--- src/rtl/amp_ctrl_spi_regs.sv ---
module amp_ctrl_spi_regs #(
  parameter logic [7:0] REV_CODE  = 8'h01,
  parameter logic [7:0] PART_CODE = 8'h20,
  parameter logic [1:0] PD_INIT   = 2'b00,
  parameter logic [6:0] ATT_INIT  = 7'd80,
  parameter logic [6:0] ATT_LIMIT = 7'd80
) (
  input  logic       clk,
  input  logic       rst_n,
  input  logic       sclk,
  input  logic       cs_n,
  input  logic       sdi,
  output logic       sdo,
  output logic       sdo_oe,
  output logic       pwr_down,
  output logic [6:0] atten
);

  logic [2:0] sclk_p;
  logic [1:0] cs_p;
  logic [1:0] sdi_p;

  always_ff @(posedge clk or negedge rst_n) begin
    if (!rst_n) begin
      sclk_p <= '0;
      cs_p   <= 2'b11;
      sdi_p  <= '0;
    end else begin
      sclk_p <= {sclk_p[1:0], sclk};
      cs_p   <= {cs_p[0], cs_n};
      sdi_p  <= {sdi_p[0], sdi};
    end
  end

  wire s_rise = sclk_p[1] & ~sclk_p[2];
  wire s_fall = ~sclk_p[1] & sclk_p[2];
  wire idle   = cs_p[1];
  wire din    = sdi_p[1];

  logic [4:0] cnt;
  logic [6:0] cmd_sr;
  logic [6:0] dat_sr;
  logic       rd_flag;
  logic [3:0] addr;
  logic [7:0] rd_byte;
  logic [1:0] pd_q;

  wire [3:0] addr_nx = {cmd_sr[2:0], din};
  wire [7:0] wbyte   = {dat_sr, din};
  wire       cmd_end = s_rise && !idle && cnt == 5'd7;
  wire       do_wr   = s_rise && !idle && cnt == 5'd15 && !rd_flag;
  wire [6:0] att_in  = (wbyte[6:0] > ATT_LIMIT) ? ATT_LIMIT : wbyte[6:0];

  logic [7:0] rd_mux;
  always_comb begin
    case (addr_nx)
      4'd0:    rd_mux = REV_CODE;
      4'd1:    rd_mux = PART_CODE;
      4'd2:    rd_mux = {6'b0, pd_q};
      4'd3:    rd_mux = {1'b0, atten};
      default: rd_mux = 8'h00;
    endcase
  end

  always_ff @(posedge clk or negedge rst_n) begin
    if (!rst_n) begin
      cnt     <= '0;
      cmd_sr  <= '0;
      dat_sr  <= '0;
      rd_flag <= 1'b0;
      addr    <= '0;
      rd_byte <= '0;
    end else if (idle) begin
      cnt     <= '0;
      rd_flag <= 1'b0;
    end else if (s_rise) begin
      if (cnt != 5'd16) cnt <= cnt + 5'd1;
      if (cnt < 5'd7) cmd_sr <= {cmd_sr[5:0], din};
      if (cnt >= 5'd8 && cnt < 5'd15) dat_sr <= {dat_sr[5:0], din};
      if (cmd_end) begin
        rd_flag <= cmd_sr[6];
        addr    <= addr_nx;
        rd_byte <= rd_mux;
      end
    end
  end

  always_ff @(posedge clk or negedge rst_n) begin
    if (!rst_n) begin
      pd_q  <= PD_INIT;
      atten <= ATT_INIT;
    end else if (do_wr) begin
      case (addr)
        4'd2:    pd_q  <= wbyte[1:0];
        4'd3:    atten <= att_in;
        default: ;
      endcase
    end
  end

  always_ff @(posedge clk or negedge rst_n) begin
    if (!rst_n) begin
      sdo    <= 1'b0;
      sdo_oe <= 1'b0;
    end else if (idle) begin
      sdo_oe <= 1'b0;
    end else if (s_fall) begin
      if (rd_flag && cnt >= 5'd8 && cnt <= 5'd15) begin
        sdo    <= rd_byte[~cnt[2:0]];
        sdo_oe <= 1'b1;
      end else begin
        sdo_oe <= 1'b0;
      end
    end
  end

  assign pwr_down = &pd_q;


  atten_range_chk: assert property (@(posedge clk) disable iff (!rst_n)
    atten <= ATT_LIMIT);


  sdo_quiet_chk: assert property (@(posedge clk) disable iff (!rst_n)
    idle |=> !sdo_oe);


  sdo_edge_chk: assert property (@(posedge clk) disable iff (!rst_n)
    !s_fall |=> $stable(sdo));


  no_stray_write_chk: assert property (@(posedge clk) disable iff (!rst_n)
    !do_wr |=> ($stable(atten) && $stable(pwr_down)));


  cnt_bound_chk: assert property (@(posedge clk) disable iff (!rst_n)
    cnt <= 5'd16);


  oe_read_only_chk: assert property (@(posedge clk) disable iff (!rst_n)
    sdo_oe |-> rd_flag);

endmodule

--- config.mk ---
export PLATFORM = sky130hd
export DESIGN_NAME = amp_ctrl_spi_regs
export DESIGN_NICKNAME = d
export VERILOG_FILES = /design/src/rtl/amp_ctrl_spi_regs.sv
export SDC_FILE = /design/constraint.sdc
export NUM_CORES = 1
export LEC_CHECK = 0
export BUFFER_PORTS_ARGS = -buffer_cell sky130_fd_sc_hd__buf_2
export CORE_UTILIZATION = 55
export DETAILED_ROUTE_END_ITERATION = 16
export PLACE_DENSITY = 0.72
export SETUP_SLACK_MARGIN = 0.15
export SYNTH_ARGS = -nofsm -noshare
export SYNTH_HDL_FRONTEND = slang
export SYNTH_SLANG_ARGS = --single-unit
--- constraint.sdc ---
create_clock -name clk -period 2.12 [get_ports clk]
set_input_delay 0.424 -clock clk [delete_from_list [all_inputs] [get_ports clk]]
set_output_delay 0.424 -clock clk [all_outputs]
set_load 0.01 [all_outputs]
After elaboration in Yosys (flattened, before gate mapping). Cells that the tools add are included. W data, S select, Z words.

Bitwise gates (word level): 6. Order comparisons: 6. Add/sub/neg operators: 1. Reduce and logical (&&, ||, !) cells: 23. Mux-type cells: 13. Equal/unequal tests: 8.

Operators with widths (count): $pmux W7 S4 (1); $eq A4 B2 Y1 const B (4); $mux W5 (3); $reduce_and A3 Y1 (4); $reduce_and A2 Y1 (5); $reduce_bool A2 Y1 (4); $gt A7 B7 Y1 const B (1); $logic_and A1 B1 Y1 (7); $mux W1 (7); $mux W7 (1); $add A5 B1 Y5 const B (1); $eq A5 B3 Y1 const B (1); $eq A5 B4 Y1 const B (1); $ge A5 B4 Y1 const B (1); $le A5 B4 Y1 const B (1); $lt A5 B3 Y1 const B (1); $lt A5 B4 Y1 const B (1); $ne A5 B5 Y1 const B (1); $eq A4 B1 Y1 const B (1); $logic_not A4 Y1 (1); $lt A3 B4 Y1 const B (1); $bmux W1 S3 (1); $not A1 Y1 (3); $not A3 Y3 (1); other kinds (2) (4).

Input port bits: 5. Word-level logic and storage cells: 70. Output and inout bits: 10. Register bits: 49.

Depth between registers and ports, before layout. Gate-level depths: netlist of run 1.

Word-level depth: 7. Mapped depth: 7. Mapped depth without buffers: 7.

Least setup slack after synthesis of run 1. No wires, ideal clock.

Path kind: register to register. Start point: register cnt[0]. End point: register pd_q[0]. Path slack: 0.158 ns. Buffers on the path: 0. Required time: 1.995 ns. Data arrival time: 1.837 ns. Library setup time: 0.125 ns. Cell stages (with the launch flop): 8. Clock period less this slack: 1.962 ns. Cell sequence: dfrtp_1 ha_1 and3_1 ha_1 nand2_1 nor4_1 and3b_1 mux2_2.

Longest elaborated chain between the ends: 4.

RTL lines: start: declaration (RTL line 40) `logic [4:0] cnt;`; start signal: assignment (RTL line 77) `if (cnt != 5'd16) cnt <= cnt + 5'd1;`; $eq A5 B4 Y1 (RTL line 51) `wire do_wr = s_rise && !idle && cnt == 5'd15 && !rd_flag;`; $logic_and A1 B1 Y1 (2 in series) (RTL line 51); $reduce_and A2 Y1 (no source line); end signal: assignment (RTL line 94) `4'd2: pd_q <= wbyte[1:0];`; end: declaration (RTL line 46) `logic [1:0] pd_q;`.

Every way passes these cells. A chain may end at the register's enable or synchronous reset.

Final worst setup path of run 1.
Start point: register cnt[1]. End point: register pd_q[0].

The elaborated chain is that of the path after synthesis.

==> results of run 1 <==
metal layers:
metal	share of wire	routed length [um]
met3	0.029	107
met1	0.44	1610
met4	0.012	46
met5	0	0
met2	0.52	1920
registers in the layout, summed over array words and instances, names as in the netlist, 3 cells and up:
signal	cells
cnt	5
dat_sr	6
sclk_p	3
cmd_sr	7
rd_byte	7
atten	7
addr	4
final timing paths:
kind / endpoint / startpoint / cells after the start
max: pd_q[0] / cnt[1] / 8
min: sclk_p[1] / rst_n / 1
max reg2reg: pd_q[0] / cnt[1] / 8
min reg2reg: sclk_p[1] / sclk_p[0] / 0
max in group asynchronous: atten[6] / rst_n / 2
min in group clk: cs_p[0] / cs_n / 1
logic make-up after synthesis:
logic type | count (synthesis) | synth area share
flops | 48 | 0.576
fa+ha+maj | 3 | 0.0179
simple gates | 51 | 0.143
buf+inv | 12 | 0.0263
compound gates | 25 | 0.0693
mux | 32 | 0.167
synth_stat cells (all sizes together), types with 3 or more instances:
master	count
dfrtp	44
mux2	24
nand2	17
o21ai	13
nand3	9
inv	8
mux2i	8
a21oi	5
dfstp	4
nand2b	4
nor2	4
nor2b	4
and3	3
buf	3
ha	3
per-stage QoR:
stage	area [um2]	util
2_1_floorplan	2090	-
3_3_place_gp	2260	0.616
3_5_place_dp	2260	0.616
4_1_cts	2370	0.649
5_1_grt	2400	0.654
6_report	2400	0.654
final cells by class:
class / count / area [um2]
clock buffer: 7 / 76.3
sequential: 48 / 1210
clock inverter: 1 / 30.0
timing repair buffer: 22 / 143
inverter: 8 / 30.0
multi-input combinational: 111 / 851
fill: 289 / 1260
tap: 48 / 60.1
power by group through the flow:
stage	logic (mW)	registers, mW	clock network (mW)
3_3_place_gp	0.127	1.04	0
3_5_place_dp	0.133	1.04	0
5_1_grt	0.149	1.04	0.685
2_1_floorplan	0.0930	1.03	0
6_report	0.133	1.03	0.638
4_1_cts	0.134	1.03	0.655
what timing repair did:
item                       in CTS  in global routing
setup buffers                   0                  2
setup endpoints to repair       4                  7
resized for setup               2                  1
pin swaps                       0                  1
==> impl_metrics.env, run 1 <==
export IMPL_power_share_clock=0.355
export IMPL_max_vdd_ir_drop_uv=429
export IMPL_initial_core_util=0.572
export IMPL_ys_async_sr_fraction=1.00
export IMPL_crit_slowest_cell="dfrtp_1"
export IMPL_synth_top_area_share=0.526
export IMPL_use_met3=0.0489
export IMPL_die_area_um2=4060
export IMPL_grt_max_degree=27
export IMPL_synth_area_per_cell_um2=12.2
export IMPL_maxSlewHeadroom=0.644
export IMPL_drc_errors=0
export IMPL_grt_pass1_vias=1374
export IMPL_grt_total_usage=0.202
export IMPL_holdWs_ns=0.0982
export IMPL_use_met1=0.233
export IMPL_r2r_slack_ns=0.24
export IMPL_final_nets=204
export IMPL_outcome="finished clean"
export IMPL_cts_path_max_buffers=2
export IMPL_rsz0062_at_grt="no"
export IMPL_min_period_over_period=0.887
export IMPL_die_x_um=63.7
export IMPL_busiest_layer="met2"
export IMPL_setup_viol=0
export IMPL_max_freq_mhz=532
export IMPL_dr_pass1_iters=4
export IMPL_insertion_delay_ns=0.30
export IMPL_path_max_fanout=2
export IMPL_critPathBufInv=1
export IMPL_final_max_slew_violation_count=0
export IMPL_synth_warnings=0
export IMPL_total_power_mw=1.80
export IMPL_p_seq_frac=0.571
export IMPL_wl_per_cell_um=15.0
export IMPL_num_vias=1333
export IMPL_finalHoldViolations=0
export IMPL_net_switching_power_uw=394
export IMPL_core_rowCount=22
export IMPL_combPwrFrac=0.074
export IMPL_dr_first_iter_drc_count=90
export IMPL_dpl_hpwl_um=2680
export IMPL_cts_hold_buffers_added=0
export IMPL_cp_cell_sequence="ha_4 -> and3_1 -> ha_1 -> nand2_1 -> nor4_2 -> buf_4 -> and3b_1 -> mux2_2"
export IMPL_die_h_um=63.7
export IMPL_fin_crit_ns=1.88
export IMPL_final_cell_mix="dfrtp_1, mux2_2, nand2_1"
export IMPL_maxCapViolCount=0
export IMPL_cts_buffers=5
export IMPL_grt_pass1_wl_um=6110
export IMPL_htreeDepth=2
export IMPL_skew_ns=0.0128
export IMPL_coreArea_um2=3660
export IMPL_gp_congestion=0.858
export IMPL_root_buffer="clkbuf_8"
export IMPL_drt_total_wl_um=3680
export IMPL_io_pins=15
export IMPL_antenna_cells=0
export IMPL_setup_tns_final_ns=0
export IMPL_pwr_density_cell_nw_per_um2=749
export IMPL_slowest_delay_ns=0.40
export IMPL_fin_cells=245
export IMPL_postRouteAntennaNets=0
export IMPL_synth_area_leaders="dfrtp_1, mux2_2, dfstp_2"
export IMPL_leakage_nw=1.15
export IMPL_layout_cells_most_common="dfrtp_1"
export IMPL_netlist_top_cell_by_area="dfrtp_1"
export IMPL_crit_family="simple AND/OR/NAND/NOR gates"
export IMPL_path_clk_slew_ns=0.08
export IMPL_antenna_found_initial=0
export IMPL_dp_slack_ns=0.107
export IMPL_p_sw_frac=0.219
export IMPL_grt_use_met2=0.348
export IMPL_postSynthNetCount=179
export IMPL_ys_seq_elements=48
export IMPL_crit_path_start_kind="register"
export IMPL_layout_setup_ws_ns=0.240
export IMPL_cts_tree="yes"
export IMPL_synth_edf_count=0
export IMPL_critPathArrivalTime_ns=2.07
export IMPL_area_growth_synth_to_final_pct=14.5
export IMPL_tightest_slew_ns=0.534
export IMPL_yosysSeqAreaShare=0.576
export IMPL_drive_gt1_frac=0.325
export IMPL_critPathRequiredTime_ns=2.31
export IMPL_synth_flop_cell="dfrtp_1"
export IMPL_cts_sinks=48
export IMPL_cp_end_kind="register"
export IMPL_yosysUniqueCellTypes=33
export IMPL_power_internal_mw=1.40
export IMPL_synth_area_um2=2090
export IMPL_synth_cells=171
export IMPL_via_per_inst=5.44
export IMPL_worstSetupPathType="register to register"
export IMPL_overflow=0
export IMPL_hold_path_class="input pin to async pin"
export IMPL_placed_cells=235
export IMPL_port_buffers=14
(Power assumes the default switching activity.)
==> run 2, diff against run 1 <==
--- a/config.mk
+++ b/config.mk
@@ -6,9 +6,9 @@
 export NUM_CORES = 1
 export LEC_CHECK = 0
 export BUFFER_PORTS_ARGS = -buffer_cell sky130_fd_sc_hd__buf_2
-export CORE_UTILIZATION = 55
+export CORE_UTILIZATION = 42
 export DETAILED_ROUTE_END_ITERATION = 16
-export PLACE_DENSITY = 0.72
+export PLACE_DENSITY = 0.57
 export SETUP_SLACK_MARGIN = 0.15
 export SYNTH_ARGS = -nofsm -noshare
 export SYNTH_HDL_FRONTEND = slang
==> run 2 against run 1 <==
Compared with the run above:
- combinational power down 5%
- register-to-register slack worse by 0.09 ns
- hold slack better by 0.11 ns
- clock power down 15%
- cell count up 7.8%
- worst setup slack worse by 0.090 ns
- core utilization down 14 points
- total power down 5.5%
- count of clock-buffer cells in the layout up 1
==> impl_metrics.env, run 2 (synthesized netlist as in run 1, its figures left out) <==
export IMPL_outcome="finished clean"
export IMPL_tightest_slew_ns=0.590
export IMPL_antenna_cells=0
export IMPL_pwr_density_cell_nw_per_um2=699
export IMPL_startpoint="cnt[1]"
export IMPL_die_x_um=72.6
export IMPL_cp_cell_sequence="ha_2 -> and3_4 -> ha_4 -> nand2_4 -> nor4_4 -> buf_4 -> and3b_2 -> mux2_4"
export IMPL_drive_gt1_frac=0.345
export IMPL_critPathRequiredTime_ns=2.30
export IMPL_setup_viol=0
export IMPL_htreeDepth=2
export IMPL_dr_pass1_iters=4
export IMPL_final_nets=204
export IMPL_crit_slowest_cell="dfrtp_1"
export IMPL_hold_path_class="input pin to async pin"
export IMPL_reg2reg_to="pd_q[0]"
export IMPL_crit_path_start_kind="register"
export IMPL_cts_tree="yes"
export IMPL_grt_total_usage=0.167
export IMPL_wl_per_cell_um=14.5
export IMPL_dr_first_iter_drc_count=59
export IMPL_worstRegToRegCells=8
export IMPL_cp_end_kind="register"
export IMPL_layout_cells_most_common="dfrtp_1"
export IMPL_finalHoldViolations=0
export IMPL_initial_core_util=0.440
export IMPL_final_max_slew_violation_count=0
export IMPL_busiest_layer="met2"
export IMPL_rsz0062_at_grt="yes"
export IMPL_critPathArrivalTime_ns=2.16
export IMPL_overflow=0
export IMPL_maxSlewHeadroom=0.606
export IMPL_coreArea_um2=4750
export IMPL_via_per_inst=5.15
export IMPL_placed_cells=254
export IMPL_use_met1=0.203
export IMPL_grt_max_degree=49
export IMPL_grt_use_met2=0.278
export IMPL_insertion_delay_ns=0.30
export IMPL_postRouteAntennaNets=0
export IMPL_path_clk_slew_ns=0.08
export IMPL_holdWs_ns=0.206
export IMPL_cts_sinks=48
export IMPL_path_max_fanout=2
export IMPL_dp_slack_ns=0.117
export IMPL_area_growth_synth_to_final_pct=16.0
export IMPL_antenna_found_initial=0
export IMPL_max_freq_mhz=508
export IMPL_io_pins=15
export IMPL_core_rowCount=25
export IMPL_reg2reg_from="cnt[1]"
export IMPL_leakage_nw=1.16
export IMPL_top_regs="atten: 7 flops, cmd_sr: 7 flops, rd_byte: 7 flops"
export IMPL_gp_congestion=0.796
export IMPL_min_period_over_period=0.929
export IMPL_die_h_um=72.6
export IMPL_die_area_um2=5270
export IMPL_cts_path_max_buffers=2
export IMPL_root_buffer="clkbuf_8"
export IMPL_drt_total_wl_um=3830
export IMPL_fin_cells=264
export IMPL_skew_ns=0.00583
export IMPL_layout_setup_ws_ns=0.150
export IMPL_dpl_hpwl_um=2630
export IMPL_final_cell_mix="dfrtp_1, mux2_2, nand2_1"
export IMPL_use_met3=0.0483
export IMPL_fin_crit_ns=1.97
export IMPL_port_buffers=14
export IMPL_grt_pass1_vias=1442
export IMPL_max_vdd_ir_drop_uv=338
export IMPL_maxCapViolCount=0
export IMPL_setup_tns_final_ns=0
export IMPL_slowest_delay_ns=0.36
export IMPL_grt_pass1_wl_um=6580
export IMPL_num_vias=1359
export IMPL_r2r_slack_ns=0.15
export IMPL_drc_errors=0
export IMPL_worstSetupPathType="register to register"
export IMPL_cts_buffers=5
==> run 2: cell count changes in the layout (fill, tap and decap cells not counted), sizes merged <==
cell / previous run / this run
clkbuf: 7 / 8
bufinv: 1 / 0
==> run 2: how the worst max path moves through the flow <==
stage	endpoint	slack, ns	cells after the start
floorplan	pd_q[0]	0.16	7
global placement	pd_q[1]	0.21	8
detailed placement	pd_q[0]	0.12	8
CTS	pd_q[0]	0.21	8
global route	pd_q[0]	0.07	8
finish	pd_q[0]	0.15	8
==> run 2: layout make-up <==
type,instances,area [um2]
Multi-Input combinational cell,111,883
Fill cell,444,2330
Timing Repair Buffer,22,134
Clock buffer,8,90.1
Tap cell,67,83.8
Sequential cell,48,1210
Inverter,8,30.0
==> run 2: metal layers <==
layer | share of wire | wire, um
met1 | 0.45 | 1720
met4 | 0.015 | 58
met2 | 0.51 | 1950
met5 | 0 | 0
met3 | 0.026 | 100
==> run 2: through the flow <==
stage / total power, mW / instance area [um2] / util
6_report: 1.70 / 2430 / 0.511
5_1_grt: 1.79 / 2430 / 0.511
4_1_cts: 1.73 / 2370 / 0.499
3_5_place_dp: 1.17 / 2270 / 0.477
3_3_place_gp: 1.17 / 2270 / 0.477
2_1_floorplan: 1.12 / 2090 / -
==> run 2: critical path: cells and delay by family (launching register included) <==
kind	cells	cell delay, ns
simple gates	4	0.70
mux	1	0.31
fa+ha+maj	2	0.33
buf+inv	1	0.15
flops	1	0.36
==> run 2: report_power, final <==
group	switching [mW]	internal (mW)
Combinational	0.0602	0.0661
Clock	0.279	0.266
Sequential	0.0463	0.979
==> run 2: timing repair <==
item,4_1_cts,5_1_grt
setup buffers,1,1
hold buffers,0,0
setup endpoints to repair,4,6
resized for setup,1,11
pin swaps,0,3
==> run 3, diff against run 2 <==
--- a/config.mk
+++ b/config.mk
@@ -5,10 +5,11 @@
 export SDC_FILE = /design/constraint.sdc
 export NUM_CORES = 1
 export LEC_CHECK = 0
-export BUFFER_PORTS_ARGS = -buffer_cell sky130_fd_sc_hd__buf_2
+export ABC_CLOCK_PERIOD_IN_PS = 2120
 export CORE_UTILIZATION = 42
 export DETAILED_ROUTE_END_ITERATION = 16
-export PLACE_DENSITY = 0.57
+export DONT_BUFFER_PORTS = 1
+export PLACE_DENSITY = 0.54
 export SETUP_SLACK_MARGIN = 0.15
 export SYNTH_ARGS = -nofsm -noshare
 export SYNTH_HDL_FRONTEND = slang
==> run 3 against run 2 <==
Compared with the run above:
- clock skew hardly changed
- cell count is 5.7% lower
- sequential power hardly changed
- first-iteration DRC count is 25% higher
- count of clock-buffer cells in the layout is 1 lower
- largest power group unchanged
- non-clock buffer count is 15 lower
==> impl_metrics.env, run 3 (synthesized netlist as in run 1, its figures left out) <==
export IMPL_dr_first_iter_drc_count=74
export IMPL_htreeDepth=2
export IMPL_port_buffers=0
export IMPL_setup_tns_final_ns=0
export IMPL_layout_cells_most_common="dfrtp_1"
export IMPL_cts_sinks=48
export IMPL_dpl_cell_area_um2=2180
export IMPL_dp_slack_ns=0.119
export IMPL_cp_cell_sequence="ha_1 -> and3_1 -> ha_1 -> nand2_1 -> nor4_4 -> and3b_1 -> mux2_2"
export IMPL_worstSetupPathType="register to register"
export IMPL_crit_path_start_kind="register"
export IMPL_antenna_cells=0
export IMPL_tightest_slew_ns=0.451
export IMPL_crit_slowest_cell="dfrtp_1"
export IMPL_area_growth_synth_to_final_pct=11.0
export IMPL_root_buffer="clkbuf_8"
export IMPL_coreArea_um2=4750
export IMPL_critPathBufInv=0
export IMPL_max_freq_mhz=535
export IMPL_maxSlewHeadroom=0.699
export IMPL_initial_core_util=0.440
export IMPL_fin_crit_ns=1.87
export IMPL_holdWs_ns=0.120
export IMPL_io_pins=15
export IMPL_grt_pass1_vias=1305
export IMPL_wl_per_cell_um=14.6
export IMPL_pwr_density_cell_nw_per_um2=718
export IMPL_drt_total_wl_um=3630
export IMPL_final_cell_mix="dfrtp_1, mux2_2, nand2_1"
export IMPL_layout_setup_ws_ns=0.252
export IMPL_path_clk_slew_ns=0.08
export IMPL_grt_max_degree=49
export IMPL_path_common_cell="ha_1"
export IMPL_critPathRequiredTime_ns=2.31
export IMPL_cp_end_kind="register"
export IMPL_placed_cells=238
export IMPL_leakage_nw=1.07
export IMPL_fin_cells=249
export IMPL_core_rowCount=25
export IMPL_via_per_inst=5.07
export IMPL_insertion_delay_ns=0.29
export IMPL_num_vias=1262
export IMPL_gp_congestion=0.754
export IMPL_final_max_slew_violation_count=0
export IMPL_antenna_found_initial=0
export IMPL_grt_total_usage=0.162
export IMPL_die_area_um2=5270
export IMPL_cts_buffers=5
export IMPL_outcome="finished clean"
export IMPL_path_max_fanout=2
export IMPL_cts_path_max_buffers=2
export IMPL_dr_pass1_iters=4
export IMPL_drc_errors=0
export IMPL_drive_gt1_frac=0.258
export IMPL_slowest_delay_ns=0.38
export IMPL_die_x_um=72.6
export IMPL_setup_viol=0
export IMPL_maxCapViolCount=0
export IMPL_min_period_over_period=0.881
export IMPL_postRouteAntennaNets=0
export IMPL_die_h_um=72.6
export IMPL_dpl_hpwl_um=2530
export IMPL_final_area_um2=2320
export IMPL_finalHoldViolations=0
export IMPL_crit_family="simple AND/OR/NAND/NOR gates"
export IMPL_critPathArrivalTime_ns=2.06
export IMPL_skew_ns=0.00626
export IMPL_max_vdd_ir_drop_uv=326
export IMPL_top_regs="atten: 7 flops, cmd_sr: 7 flops, rd_byte: 7 flops"
export IMPL_final_nets=189
export IMPL_hold_path_class="input pin to register"
export IMPL_rsz0062_at_grt="no"
export IMPL_grt_pass1_wl_um=6300
export IMPL_cts_tree="yes"
export IMPL_overflow=0
==> run 3: cell types whose count changed in the layout (fill, tap and decap cells not counted), moves of 2 or more <==
cell | previous run | this run
buf_2 | 14 | 0
mux2_4 | 2 | 0
ha_1 | 1 | 3
buf_4 | 7 | 5
mux2_2 | 22 | 24
==> run 3: path summary, 6_finish.rpt <==
kind	slack [ns]	cells after the start	startpoint	endpoint
worst max-delay path	0.25	7	cnt[0]	pd_q[1]
max in group asynchronous	1.21	2	rst_n	atten[6]
min in group asynchronous	0.65	2	rst_n	rd_byte[3]
worst min register to register	0.35	0	sclk_p[0]	sclk_p[1]
worst max register to register	0.25	7	cnt[0]	pd_q[1]
worst min-delay path	0.12	0	cs_n	cs_p[0]
==> run 3: worst register-to-register path, cell delays in order (launching register included) <==
cell and delay [ns]:
dfrtp_1 0.38, ha_1 0.18, and3_1 0.16, ha_1 0.17, nand2_1 0.10, nor4_4 0.20, and3b_1 0.24, mux2_2 0.34
==> run 3: stage by stage <==
step / util / total power, mW
2_1_floorplan: - / 1.12
3_3_place_gp: 0.459 / 1.14
3_5_place_dp: 0.459 / 1.15
4_1_cts: 0.485 / 1.70
5_1_grt: 0.489 / 1.76
6_report: 0.489 / 1.67
==> run 3: final cells by class <==
type | count | area (um2)
clock inverters | 1 | 5.00
flip-flops and latches | 48 | 1210
fillers | 458 | 2430
repair buffers | 7 | 75.1
inverters | 8 | 30.0
well taps | 67 | 83.8
clock buffers | 7 | 76.3
multi-input cells | 111 | 847
==> run 3: layer usage <==
layer	wire, um	GRT usage	vias up	share of wire
met1	1690	0.209	616	0.47
met3	150	0.0511	6	0.041
met2	1720	0.250	16	0.47
li1	-	-	624	-
met5	0	0	-	0
met4	65	0.0719	0	0.018
==> run 3: timing repair <==
item                                   CTS  global route
setup buffers                            0             1
resized for setup                        1             1
hold buffers                             2             0
endpoints found under the hold margin   48             0
setup endpoints to repair                2             7
==> run 3: power breakdown <==
group / leakage [nW] / switching (mW) / internal, mW
combinational: 0.397 / 0.0609 / 0.0686
sequential: 0.633 / 0.0469 / 0.979
clock: 0.0422 / 0.282 / 0.232
total: 1.07 / 0.389 / 1.28
